--- config.mk ---
export PLATFORM = sky130hd
export DESIGN_NAME = dual_edge_deser
export DESIGN_NICKNAME = d
export VERILOG_FILES = /design/src/rtl/dual_edge_deser.sv
export SDC_FILE = /design/constraint.sdc
export NUM_CORES = 1
export LEC_CHECK = 0
export BUFFER_PORTS_ARGS = -buffer_cell sky130_fd_sc_hd__clkbuf_2
export CAP_MARGIN = 20
export CORE_MARGIN = 2
export CORE_UTILIZATION = 45
export DETAILED_ROUTE_END_ITERATION = 10
export MAX_ROUTING_LAYER = met4
export PLACE_DENSITY_LB_ADDON = 0.08
export SYNTH_ARGS = -nofsm -noshare
export SYNTH_HDL_FRONTEND = slang
export SYNTH_SLANG_ARGS = --single-unit
--- constraint.sdc ---
create_clock -name clk -period 2.5 [get_ports clk]
set_input_delay 0.25 -clock clk [delete_from_list [all_inputs] [get_ports clk]]
set_output_delay 0.25 -clock clk [all_outputs]
set_load 0.01 [all_outputs]
--- src/rtl/dual_edge_deser.sv ---
module dual_edge_deser #(
  parameter int WORD_W = 8
) (
  input  logic              clk,
  input  logic              rst_n,
  input  logic              ser_in,
  output logic [WORD_W-1:0] word_out,
  output logic              word_vld
);

  localparam int HALF = WORD_W / 2;
  localparam int CW   = (HALF > 1) ? $clog2(HALF) : 1;

  logic [HALF-1:0]   odd_q;
  logic [HALF-1:0]   even_q;
  logic [CW-1:0]     phase;
  logic              primed;
  logic [WORD_W-1:0] word_nxt;
  logic              wrap;
  logic              load;

  always_ff @(posedge clk or negedge rst_n)
    if (!rst_n) odd_q <= '0;
    else        odd_q <= {odd_q[HALF-2:0], ser_in};

  always_ff @(negedge clk or negedge rst_n)
    if (!rst_n) even_q <= '0;
    else        even_q <= {even_q[HALF-2:0], ser_in};

  assign wrap = (phase == CW'(HALF-1));
  assign load = primed && (phase == '0);

  always_ff @(posedge clk or negedge rst_n)
    if (!rst_n) begin
      phase  <= '0;
      primed <= 1'b0;
    end else begin
      phase  <= wrap ? '0 : phase + 1'b1;
      primed <= primed | wrap;
    end

  genvar i;
  generate
    for (i = 0; i < HALF; i++) begin : g_weave
      assign word_nxt[WORD_W-1-2*i] = odd_q[HALF-1-i];
      assign word_nxt[WORD_W-2-2*i] = even_q[HALF-1-i];
    end
  endgenerate

  always_ff @(posedge clk or negedge rst_n)
    if (!rst_n) begin
      word_out <= '0;
      word_vld <= 1'b0;
    end else begin
      if (load) word_out <= word_nxt;
      word_vld <= load;
    end

  logic [CW+1:0] rise_seen;
  logic [CW+1:0] gap;
  logic          had_vld;

  always_ff @(posedge clk or negedge rst_n)
    if (!rst_n) begin
      rise_seen <= '0;
      gap       <= '0;
      had_vld   <= 1'b0;
    end else begin
      if (rise_seen != (CW+2)'(HALF+1)) rise_seen <= rise_seen + 1'b1;
      if (word_vld)       gap <= '0;
      else if (~&gap)     gap <= gap + 1'b1;
      if (word_vld) had_vld <= 1'b1;
    end


  vld_pulse_chk: assert property (@(posedge clk) disable iff (!rst_n)
    word_vld |=> !word_vld);


  vld_gap_chk: assert property (@(posedge clk) disable iff (!rst_n)
    (word_vld && had_vld) |-> (gap == (CW+2)'(HALF-1)));


  first_word_chk: assert property (@(posedge clk) disable iff (!rst_n)
    word_vld |-> (rise_seen == (CW+2)'(HALF+1)));


  out_hold_chk: assert property (@(posedge clk) disable iff (!rst_n)
    1'b1 |=> (word_vld || $stable(word_out)));

endmodule

==> metrics.md <==
| Metric | Value |
|---|---|
| Status | `completed` |
| Max FO, Critical Path | `2` |
| Crit path required time | `2.69 ns` |
| Crit path cell chain | `mux2_2` |
| H-tree depth | `1` |
| # resized after CTS | `0` |
| Stages on worst setup path | `1` |
| Peak supply drop | `414 uV` |
| Vias in the first global route | `363` |
| Count of different cell masters after synthesis | `8` |
| Slew Limit Fails | `0` |
| N_diodes | `0` |
| Via count | `313` |
| Buf+Inv Stages, Crit Path | `0` |
| ANT nets after route | `0` |
| Core area | `0.00132 mm2` |
| Worst EP arrival | `2.15 ns` |
| Critical Path End | `word_out[2]$_DFFE_PN0P_` |
| GR Util met2 | `0.172` |
| Number of cells on the worst reg-to-reg path | `1` |
| GRT Util Overall | `0.118` |
| Clock transition at path regs | `0.11 ns` |
| Multi-input logic area | `136 um2` |
| Tightest Pin Transition | `0.459 ns` |
| Yosys reg bits | `20` |
| DRC Markers | `0` |
| Largest net degree at the start of global routing | `21` |
| RSZ-0062 raised after global routing | `false` |
| CTS max path bufs | `2` |
| Vias/cell | `4.67` |
| Sequential element share of the synthesized area | `0.772` |
| Root Driver | `clkbuf_4` |
| Slew headroom | `0.694` |
| Num CTS Buffers | `3` |
| FF+latch area | `500 um2` |
| Initial DRC count | `0` |
| Setup CP Type | `reg2reg` |
| GP Congestion | `0.672` |
| M1 GR Usage | `0.139` |
| Cell Rows | `13` |
| Lkg Pwr | `0.380 nW` |
| Hold crit path type | `in2reg` |
| Initial antenna violation count | `0` |
| Post-Place Worst Slack | `0.541 ns` |
| Critical path's top delay family | `flip-flops` |
| Crit. End Element | `register` |
| Setup slack after layout | `0.535 ns` |
| Avg Inst Size Synth | `18.0 um2` |
| Global-route wire length before repair | `1450 um` |
| Synth Instances | `36` |
| Gr busiest metal | `met2` |
| CTS sink count | `20` |
| DR pass1 iterations | `1` |
| Reg2Reg Launch Point | `even_q[1]$_DFF_NN0_` |
| Die H | `42.0 um` |
| Share of layout cells above drive strength 1 | `0.481` |
| DR WL/cell | `11.8 um` |
| Crit path largest cell delay | `0.35 ns` |
| Crit-path slowest cell | `dfrtn_1` |
| Warnings, synthesis | `0` |
| Critical path startpoint category | `register` |
| Number of port buffers | `11` |
| Count of final hold-check violations | `0` |
| Syn nets | `41` |
| Setup violators final | `0` |
| Die width | `42.0 um` |
| Worst-Skew Late Latency | `0.29 ns` |
| DIE AREA | `0.00176 mm2` |
| Final nets | `58` |
| R2R Setup Slk | `0.54 ns` |
| Number of I/O pins | `12` |
| Area growth syn-to-layout | `21.0%` |
| CTS tree | `yes` |
| Crit path launch | `even_q[1]$_DFF_NN0_` |
| Worst r2r dst | `word_out[2]$_DFFE_PN0P_` |
| Tot Pwr | `0.623 mW` |
| Synth Cell Area | `648 um2` |
| Layout Skew | `0.00708 ns` |
| Drt total wl | `789 um` |
| Gr ovfl total | `0` |
| Starting Density | `0.492` |
| Max Cap Viol | `0` |
| Power per Cell Area | `794 mW/mm2` |
| Met3 Use GR | `0.0391` |
| Filler cell count | `112` |
| Setup TNS | `0 ns` |
[flip-flops by register name, indices dropped and copies added, names as in the netlist]
| signal | count |
|---|---|
| odd_q | 4 |
| primed | 1 |
| word_vld | 1 |
| word_out | 8 |
| phase | 2 |
| even_q | 4 |
[cell families after synthesis]
group / count (synthesis) / share of synthesized area
AND/OR/NAND/NOR: 3 / 0.0328
flip-flops: 20 / 0.772
multiplexers: 8 / 0.139
adder cells (fa/ha/maj): 2 / 0.0386
buffers and inverters: 3 / 0.0174
[cells in the final DEF, fill, tap and decap left out, drive strengths merged]
cell / synthesis / routed
ha: 2 / 2
clkbuf: 0 / 14
dlygate4sd3: 0 / 1
mux2: 8 / 8
nor2: 1 / 1
dfrtp: 16 / 16
or2: 1 / 1
nand2: 1 / 1
inv: 3 / 3
bufinv: 0 / 1
dfrtn: 4 / 4
[final cells by class]
class                   count  share of cell area
multi-input cells          13               0.174
flip-flops and latches     20               0.638
clock inverters             1              0.0383
inverters                   3              0.0144
repair buffers             12              0.0829
well taps                  15              0.0239
clock buffers               3              0.0287
[timing repair]
action	4_1_cts	5_1_grt
setup buffers	0	0
endpoints found under the hold margin	16	0
hold buffers	1	0
setup endpoints to repair	0	0
[report_power, final]
group / internal [mW] / total (mW) / switching (mW)
clock network: 0.162 / 0.256 / 0.0941
registers: 0.337 / 0.342 / 0.00545
logic: 0.0110 / 0.0243 / 0.0132
[per-stage QoR]
stage / hold slack (ns) / utilization / std cells / cell area (um2)
floorplan: -0.0456 / - / 36 / 648
CTS: 0.0506 / 0.595 / 67 / 785
global placement: 0.205 / 0.548 / 62 / 722
finish: 0.0634 / 0.595 / 67 / 785
detailed placement: 0.229 / 0.548 / 62 / 722
global route: 0.0396 / 0.595 / 67 / 785
[layer usage]
metal,vias up,wire length (um)
li1,150,-
met1,155,348
met2,8,397
met3,0,43
met4,0,0
met5,-,0
[synthesized netlist by cell type]
cell,count,area (um2)
mux2_2,8,90.1
ha_1,2,25.0
dfrtp_1,16,400
nor2_1,1,3.75
or2_2,1,6.26
nand2_4,1,11.3
inv_1,3,11.3
dfrtn_1,4,100
[how the worst min path moves through the flow]
stage	depth (start not counted)	end	slack, ns	startpoint
final	1	odd_q[0]$_DFF_PN0_	0.06	ser_in
after detailed placement	1	word_out[6]$_DFFE_PN0P_	0.23	rst_n
after global routing	1	odd_q[0]$_DFF_PN0_	0.04	ser_in
after CTS	1	odd_q[0]$_DFF_PN0_	0.05	ser_in
after floorplan	0	odd_q[0]$_DFF_PN0_	-0.05	rst_n
after global placement	1	word_out[6]$_DFFE_PN0P_	0.21	rst_n
(Power assumes the default switching activity.)
